## config.mk

```make
export PLATFORM = sky130hd
export DESIGN_NAME = sensor_ctrl_i2c
export DESIGN_NICKNAME = d
export VERILOG_FILES = /design/src/rtl/sensor_ctrl_pkg.sv /design/src/rtl/init_filter.sv /design/src/rtl/bus_line_sync.sv /design/src/rtl/bus_slave_fsm.sv /design/src/rtl/ctrl_regs.sv /design/src/rtl/sensor_ctrl_i2c.sv
export SDC_FILE = /design/constraint.sdc
export NUM_CORES = 1
export LEC_CHECK = 0
export ABC_CLOCK_PERIOD_IN_PS = 2450
export BUFFER_PORTS_ARGS = -buffer_cell sky130_fd_sc_hd__buf_4
export CORE_MARGIN = 2
export CORE_UTILIZATION = 40
export CTS_CLUSTER_DIAMETER = 100
export DETAILED_ROUTE_END_ITERATION = 12
export GPL_TIMING_DRIVEN = 1
export PLACE_DENSITY = 0.63
export SETUP_SLACK_MARGIN = 0.3
export SYNTH_ARGS = -nofsm -noshare
export SYNTH_HDL_FRONTEND = slang
export SYNTH_SLANG_ARGS = --single-unit
```

## constraint.sdc

```tcl
create_clock -name clk_i -period 2.45 [get_ports clk_i]
set_input_delay 0.49 -clock clk_i [delete_from_list [all_inputs] [get_ports clk_i]]
set_output_delay 0.49 -clock clk_i [all_outputs]
set_load 0.02 [all_outputs]
```

## src/rtl/sensor_ctrl_pkg.sv

```systemverilog
package sensor_ctrl_pkg;
  localparam int unsigned DW = 8;
  localparam int unsigned MODE_W = 6;
  localparam logic [DW-1:0] IDX_EXPO = 8'h00;
  localparam logic [DW-1:0] IDX_MODE = 8'h01;

  typedef enum logic [2:0] {
    ST_IDLE, ST_ADDR, ST_REG, ST_DATA, ST_ACK, ST_TX, ST_WAIT
  } bus_st_e;
endpackage

```

## src/rtl/init_filter.sv

```systemverilog
module init_filter #(
  parameter int unsigned INIT_CYCLES = 8
) (
  input  logic clk_i,
  input  logic rst_ni,
  input  logic init_i,
  output logic clr_o
);
  localparam int unsigned CW = $clog2(INIT_CYCLES + 1);
  localparam logic [CW-1:0] LAST = CW'(INIT_CYCLES - 1);
  localparam logic [CW-1:0] SAT = CW'(INIT_CYCLES);

  logic [CW-1:0] cnt_q;

  always_ff @(posedge clk_i or negedge rst_ni) begin
    if (!rst_ni)          cnt_q <= '0;
    else if (!init_i)     cnt_q <= '0;
    else if (cnt_q != SAT) cnt_q <= cnt_q + 1'b1;
  end

  // clear fires on the INIT_CYCLES-th consecutive high cycle and while held
  assign clr_o = init_i && (cnt_q >= LAST);
endmodule

```

## src/rtl/bus_line_sync.sv

```systemverilog
module bus_line_sync #(
  parameter int unsigned SYNC_STAGES = 2
) (
  input  logic clk_i,
  input  logic rst_ni,
  input  logic scl_i,
  input  logic sda_i,
  output logic sda_o,
  output logic scl_rise_o,
  output logic scl_fall_o,
  output logic start_o,
  output logic stop_o
);
  logic [SYNC_STAGES-1:0] scl_s, sda_s;
  logic scl_q, sda_q, scl_w;

  generate
    if (SYNC_STAGES == 1) begin : g_one
      always_ff @(posedge clk_i or negedge rst_ni) begin
        if (!rst_ni) begin
          scl_s <= '1;
          sda_s <= '1;
        end else begin
          scl_s <= scl_i;
          sda_s <= sda_i;
        end
      end
    end else begin : g_many
      always_ff @(posedge clk_i or negedge rst_ni) begin
        if (!rst_ni) begin
          scl_s <= '1;
          sda_s <= '1;
        end else begin
          scl_s <= {scl_s[SYNC_STAGES-2:0], scl_i};
          sda_s <= {sda_s[SYNC_STAGES-2:0], sda_i};
        end
      end
    end
  endgenerate

  assign scl_w = scl_s[SYNC_STAGES-1];
  assign sda_o = sda_s[SYNC_STAGES-1];

  always_ff @(posedge clk_i or negedge rst_ni) begin
    if (!rst_ni) begin
      scl_q <= 1'b1;
      sda_q <= 1'b1;
    end else begin
      scl_q <= scl_w;
      sda_q <= sda_o;
    end
  end

  assign scl_rise_o = scl_w && !scl_q;
  assign scl_fall_o = !scl_w && scl_q;
  assign start_o    = scl_w && scl_q && sda_q && !sda_o;
  assign stop_o     = scl_w && scl_q && !sda_q && sda_o;
endmodule

```

## src/rtl/bus_slave_fsm.sv

```systemverilog
module bus_slave_fsm
  import sensor_ctrl_pkg::*;
#(
  parameter logic [6:0] DEV_ADDR = 7'b0110011
) (
  input  logic          clk_i,
  input  logic          rst_ni,
  input  logic          clr_i,
  input  logic          sda_i,
  input  logic          scl_rise_i,
  input  logic          scl_fall_i,
  input  logic          start_i,
  input  logic          stop_i,
  input  logic [DW-1:0] rd_data_i,
  output logic [DW-1:0] ptr_o,
  output logic [DW-1:0] wr_data_o,
  output logic          wr_stb_o,
  output logic          sda_oe_o
);
  localparam int unsigned CNT_W = $clog2(DW + 1);
  localparam logic [CNT_W-1:0] FULL = CNT_W'(DW);
  localparam logic [CNT_W-1:0] LAST = CNT_W'(DW - 1);

  bus_st_e          state_q, ack_of_q;
  logic [CNT_W-1:0] cnt_q;
  logic [DW-1:0]    shreg_q, ptr_q;
  logic             rw_q, oe_q, stb_q;

  always_ff @(posedge clk_i or negedge rst_ni) begin
    if (!rst_ni) begin
      state_q  <= ST_IDLE;
      ack_of_q <= ST_IDLE;
      cnt_q    <= '0;
      shreg_q  <= '0;
      ptr_q    <= '0;
      rw_q     <= 1'b0;
      oe_q     <= 1'b0;
      stb_q    <= 1'b0;
    end else if (clr_i) begin
      state_q  <= ST_IDLE;
      ack_of_q <= ST_IDLE;
      cnt_q    <= '0;
      shreg_q  <= '0;
      ptr_q    <= '0;
      rw_q     <= 1'b0;
      oe_q     <= 1'b0;
      stb_q    <= 1'b0;
    end else begin
      stb_q <= 1'b0;
      if (start_i) begin
        state_q <= ST_ADDR;
        cnt_q   <= '0;
        oe_q    <= 1'b0;
      end else if (stop_i) begin
        state_q <= ST_IDLE;
        oe_q    <= 1'b0;
      end else begin
        unique case (state_q)
          ST_ADDR, ST_REG, ST_DATA: begin
            if (scl_rise_i && cnt_q != FULL) begin
              shreg_q <= {shreg_q[DW-2:0], sda_i};
              cnt_q   <= cnt_q + 1'b1;
            end else if (scl_fall_i && cnt_q == FULL) begin
              cnt_q <= '0;
              if (state_q == ST_ADDR && shreg_q[DW-1:1] != DEV_ADDR) begin
                state_q <= ST_WAIT;
              end else begin
                oe_q     <= 1'b1;
                ack_of_q <= state_q;
                state_q  <= ST_ACK;
                if (state_q == ST_ADDR) rw_q  <= shreg_q[0];
                if (state_q == ST_REG)  ptr_q <= shreg_q;
              end
            end
          end
          ST_ACK: begin
            if (scl_fall_i) begin
              oe_q  <= 1'b0;
              cnt_q <= '0;
              if (ack_of_q == ST_ADDR) begin
                if (rw_q) begin
                  state_q <= ST_TX;
                  shreg_q <= rd_data_i;
                  oe_q    <= ~rd_data_i[DW-1];
                end else begin
                  state_q <= ST_REG;
                end
              end else if (ack_of_q == ST_REG) begin
                state_q <= ST_DATA;
              end else begin
                stb_q   <= 1'b1;
                state_q <= ST_WAIT;
              end
            end
          end
          ST_TX: begin
            if (scl_fall_i) begin
              if (cnt_q == LAST) begin
                oe_q    <= 1'b0;
                state_q <= ST_WAIT;
              end else begin
                shreg_q <= {shreg_q[DW-2:0], 1'b0};
                oe_q    <= ~shreg_q[DW-2];
                cnt_q   <= cnt_q + 1'b1;
              end
            end
          end
          default: ;
        endcase
      end
    end
  end

  assign ptr_o     = ptr_q;
  assign wr_data_o = shreg_q;
  assign wr_stb_o  = stb_q;
  assign sda_oe_o  = oe_q;
endmodule

```

## src/rtl/ctrl_regs.sv

```systemverilog
module ctrl_regs
  import sensor_ctrl_pkg::*;
(
  input  logic              clk_i,
  input  logic              rst_ni,
  input  logic              clr_i,
  input  logic              wr_stb_i,
  input  logic [DW-1:0]     idx_i,
  input  logic [DW-1:0]     wr_data_i,
  input  logic              frame_start_i,
  output logic [MODE_W-1:0] mode_o,
  output logic [DW-1:0]     expo_o,
  output logic [DW-1:0]     rd_data_o
);
  logic [MODE_W-1:0] mode_q;
  logic [DW-1:0]     stage_q, active_q;

  always_ff @(posedge clk_i or negedge rst_ni) begin
    if (!rst_ni) begin
      mode_q   <= '0;
      stage_q  <= '0;
      active_q <= '0;
    end else if (clr_i) begin
      mode_q   <= '0;
      stage_q  <= '0;
      active_q <= '0;
    end else begin
      if (wr_stb_i && idx_i == IDX_MODE) mode_q  <= wr_data_i[MODE_W-1:0];
      if (wr_stb_i && idx_i == IDX_EXPO) stage_q <= wr_data_i;
      if (frame_start_i)                 active_q <= stage_q;
    end
  end

  always_comb begin
    unique case (idx_i)
      IDX_EXPO: rd_data_o = stage_q;
      IDX_MODE: rd_data_o = {{(DW-MODE_W){1'b0}}, mode_q};
      default:  rd_data_o = '0;
    endcase
  end

  assign mode_o = mode_q;
  assign expo_o = active_q;
endmodule

```

## src/rtl/sensor_ctrl_i2c.sv

```systemverilog
module sensor_ctrl_i2c
  import sensor_ctrl_pkg::*;
#(
  parameter logic [6:0]  DEV_ADDR    = 7'b0110011,
  parameter int unsigned INIT_CYCLES = 8,
  parameter int unsigned SYNC_STAGES = 2
) (
  input  logic          clk_i,
  input  logic          rst_ni,
  input  logic          init_i,
  input  logic          frame_start_i,
  input  logic          scl_i,
  input  logic          sda_i,
  output logic          sda_oe_o,
  output logic [DW-1:0] exposure_o,
  output logic          standby_o,
  output logic          interlace_o,
  output logic          single_frame_o,
  output logic          cds_on_o,
  output logic          mon_hclk_o,
  output logic          ext_clk_o
);
  logic              init_clr;
  logic              sda_s, scl_rise, scl_fall, start_det, stop_det;
  logic [DW-1:0]     ptr, wr_data, rd_data;
  logic              wr_stb;
  logic [MODE_W-1:0] mode_q;

  init_filter #(.INIT_CYCLES(INIT_CYCLES)) u_init (
    .clk_i(clk_i), .rst_ni(rst_ni), .init_i(init_i), .clr_o(init_clr)
  );

  bus_line_sync #(.SYNC_STAGES(SYNC_STAGES)) u_sync (
    .clk_i(clk_i), .rst_ni(rst_ni), .scl_i(scl_i), .sda_i(sda_i),
    .sda_o(sda_s), .scl_rise_o(scl_rise), .scl_fall_o(scl_fall),
    .start_o(start_det), .stop_o(stop_det)
  );

  bus_slave_fsm #(.DEV_ADDR(DEV_ADDR)) u_fsm (
    .clk_i(clk_i), .rst_ni(rst_ni), .clr_i(init_clr), .sda_i(sda_s),
    .scl_rise_i(scl_rise), .scl_fall_i(scl_fall), .start_i(start_det),
    .stop_i(stop_det), .rd_data_i(rd_data), .ptr_o(ptr),
    .wr_data_o(wr_data), .wr_stb_o(wr_stb), .sda_oe_o(sda_oe_o)
  );

  ctrl_regs u_regs (
    .clk_i(clk_i), .rst_ni(rst_ni), .clr_i(init_clr), .wr_stb_i(wr_stb),
    .idx_i(ptr), .wr_data_i(wr_data), .frame_start_i(frame_start_i),
    .mode_o(mode_q), .expo_o(exposure_o), .rd_data_o(rd_data)
  );

  assign standby_o      = mode_q[5];
  assign interlace_o    = mode_q[4];
  assign single_frame_o = mode_q[3];
  assign cds_on_o       = mode_q[2];
  assign mon_hclk_o     = mode_q[1];
  assign ext_clk_o      = mode_q[0];
endmodule

```

==> results.sh <==
export IMPL_outcome="finished, final reports clean"
export IMPL_min_period_over_period_pct=82.7
export IMPL_layout_common_cells="dfrtp_1 (55), nor2_1 (51), mux2i_1 (40)"
export IMPL_cts_buffers=9
export IMPL_synth_area_um2=3070
export IMPL_max_cap_viol_count=0
export IMPL_final_cells=411
export IMPL_first_pass_iters=4
export IMPL_reg2reg_to="u_fsm.state_q[1]"
export IMPL_min_period_ns=2.03
export IMPL_hold_viol=0
export IMPL_worstPathMaxFanout=5
export IMPL_area_growth_pct=15.2
export IMPL_max_freq_ghz=0.494
export IMPL_worst_pin_slew_ns=0.742
export IMPL_fin_nets=317
export IMPL_grt_max_degree=62
export IMPL_synth_edf_count=0
export IMPL_cp_cell_sequence="inv_1 > ha_1 > nand3b_1 > nand3_1 > o21ai_1 > a22oi_2 > mux2_2"
export IMPL_io_pins=21
export IMPL_yosysSeqAreaShare_pct=50.0
export IMPL_r2r_slack_ns=0.42
export IMPL_portBuffers=20
export IMPL_max_slew_margin_pct=50.6
export IMPL_yosysUniqueCellTypes=51
export IMPL_required_ns=2.67
export IMPL_wl_met3_um=246
export IMPL_critPathLaunchType="flop"
export IMPL_grt_pass1_wl_um=10500
export IMPL_syn_inst=283
export IMPL_cts_tree="built"
export IMPL_synthFlopType="dfrtp_1"
export IMPL_hold_path_class="in2async"
export IMPL_antenna_left=0
export IMPL_first_iter_violations=143
export IMPL_top_layer_used="met4"
export IMPL_syn_avg_cell_area_um2=10.8
export IMPL_hold_buffers=0
export IMPL_initial_utilization_pct=41.8
export IMPL_met2WireLength_um=2770
export IMPL_vias_per_cell=5.33
export IMPL_wire_per_inst_um=14.9
export IMPL_cp_depth=7
export IMPL_fin_skew_ns=0.00726
export IMPL_diodes=0
export IMPL_synth_seq_cells=61
export IMPL_rows=31
export IMPL_grt_util_all_layers_pct=16.0
export IMPL_layout_drive_gt1_share_pct=19.6
export IMPL_place_area_um2=3300
export IMPL_rsz0062_at_grt="yes"
export IMPL_p_leak_nw=1.67
export IMPL_power_density_nw_per_um2=1080
export IMPL_gp_congestion=0.821
export IMPL_dieHeight_um=91.6
export IMPL_cts_sinks=61
export IMPL_drc_errors=0
export IMPL_grt_ovfl_total=0
export IMPL_routed_wl_um=6140
export IMPL_grt_pass1_vias=2149
export IMPL_dp_cells=394
export IMPL_critPathCaptureType="flop"
export IMPL_reg2reg_depth=7
export IMPL_wl_met1_um=3020
export IMPL_htree_levels=3
export IMPL_antenna_found_initial=0
export IMPL_fin_tns_setup_ns=0
export IMPL_clkSlewWorstSetupHoldPaths_ns=0.07
export IMPL_slew_viol_final=0
export IMPL_path_class="reg2reg"
export IMPL_async_flop_share_pct=100
export IMPL_cts_path_max_buffers=2
export IMPL_syn_num_nets=293
export IMPL_crit_end="u_fsm.state_q[1]"
export IMPL_crit_path_top_delay_cell="dfrtp_1"
export IMPL_cts_root_buf="clkbuf_8"
export IMPL_yosys_warnings=0
export IMPL_cp_slowest_stage_delay_ns=0.40
export IMPL_startpoint="u_fsm.cnt_q[0]"
export IMPL_dp_hpwl_um=4200
export IMPL_r2r_start="u_fsm.cnt_q[0]"
export IMPL_crit_buf_inv=1
export IMPL_core_area_um2=7330
export IMPL_setup_viol=0
export IMPL_ir_drop_mv=0.625
export IMPL_cpLargestDelayFamily="compound AO/OA/AOI/OAI gates"
export IMPL_die_w_um=91.6
export IMPL_layout_commonest_cell="dfrtp_1"
export IMPL_die_area_um2=8380
export IMPL_finalInstanceArea_um2=3530
export IMPL_worstPathArrival_ns=2.24
export IMPL_clkLatencyLatePin_ns=0.34
export IMPL_num_vias=2191
-- stage by stage --
step                util, %  setup slack (ns)  hold slack, ns  total power, mW
floorplan                 -             0.639           0.194             2.54
CTS                    47.7             0.397           0.247             3.82
global route           48.2             0.295           0.235             4.08
detailed placement     45.0             0.411           0.347             2.94
global placement       45.0             0.419           0.346             2.92
finish                 48.2             0.424           0.222             3.82
-- final cells by class --
type | count | area (µm²)
clock inverters | 4 | 47.5
repair buffers | 25 | 200
flip-flops and latches | 61 | 1530
multi-input cells | 200 | 1450
clock buffers | 12 | 145
well taps | 99 | 124
inverters | 10 | 37.5
fillers | 678 | 3800
-- worst min-delay path by stage --
stage | from | endpoint | slack (ns)
floorplan | rst_ni | u_fsm.ack_of_q[0] | 0.19
global placement | u_sync.sda_s[0] | u_sync.sda_s[1] | 0.35
detailed placement | u_sync.sda_s[0] | u_sync.sda_s[1] | 0.35
CTS | rst_ni | u_regs.expo_o[1] | 0.25
global route | sda_i | u_sync.sda_s[0] | 0.23
finish | rst_ni | u_regs.mode_o[2] | 0.22
-- Yosys cell counts (all sizes together), types with 2 or more instances --
cell type  number  area, µm²
clkbuf          6       22.5
nand2          11       41.3
dfrtp          55       1380
buf             6       48.8
a211oi          8       75.1
a22o            2       17.5
and3            2       12.5
a2bb2oi         7       78.8
o22ai           2       12.5
a21boi          3       22.5
dfstp           6        158
nor4            4       46.3
a211o           2       17.5
nand3b          3       22.5
nor2b           2       12.5
nand3          10       50.1
nor3            2       21.3
a22oi           2       15.0
mux2i          40        400
o21ai           6       30.0
o211ai          3       27.5
inv            10       37.5
a32o            2       20.0
mux2            2       22.5
a21oi          10       50.1
nor2           52        195
nor4b           2       23.8
ha              4       50.1
nand2b          6       37.5
xnor2           2       17.5
-- kinds of logic after synthesis --
| logic type | Yosys count | synth area share (%) |
|---|---|---|
| and+or+nand+nor | 98 | 16.4 |
| DFF | 61 | 50.0 |
| AOI/OAI and AO/OA | 53 | 13.8 |
| muxes | 42 | 13.8 |
| buffers and inverters | 22 | 3.55 |
| adders and majority gates | 4 | 1.63 |
| xor gates and xnor gates | 3 | 0.857 |
-- where the power goes --
part	switching, mW	leakage, nW	internal (mW)
Combinational	0.677	0.810	0.619
Sequential	0.335	0.762	1.32
Clock	0.379	0.0964	0.494
-- registers in the layout (all words and copies together) (netlist names), 2 cells and up --
name,count
u_fsm.wr_data_o,8
u_regs.stage_q,8
u_regs.mode_o,6
u_fsm.cnt_q,4
u_fsm.ptr_o,8
u_regs.expo_o,8
u_sync.sda_s,2
u_fsm.state_q,3
u_sync.scl_s,2
u_fsm.ack_of_q,3
u_init.cnt_q,4
-- metal layers --
metal | up-vias | GRT usage [%]
met5 | - | 0
met3 | 9 | 3.40
met1 | 1064 | 22.3
li1 | 1065 | -
met4 | 0 | 7.07
met2 | 53 | 23.8
-- what timing repair did --
item	4_1_cts	5_1_grt
endpoints found under the setup margin	0	25
buffers inserted	0	1
gates resized for setup	0	4
-- worst reg2reg max path, stage by stage, from the launching register on --
cell	delay [ns]
dfrtp_1	0.40
inv_1	0.10
ha_1	0.15
nand3b_1	0.19
nand3_1	0.23
o21ai_1	0.17
a22oi_2	0.30
mux2_2	0.37
Note: power is estimated with default switching activity, not from simulation.
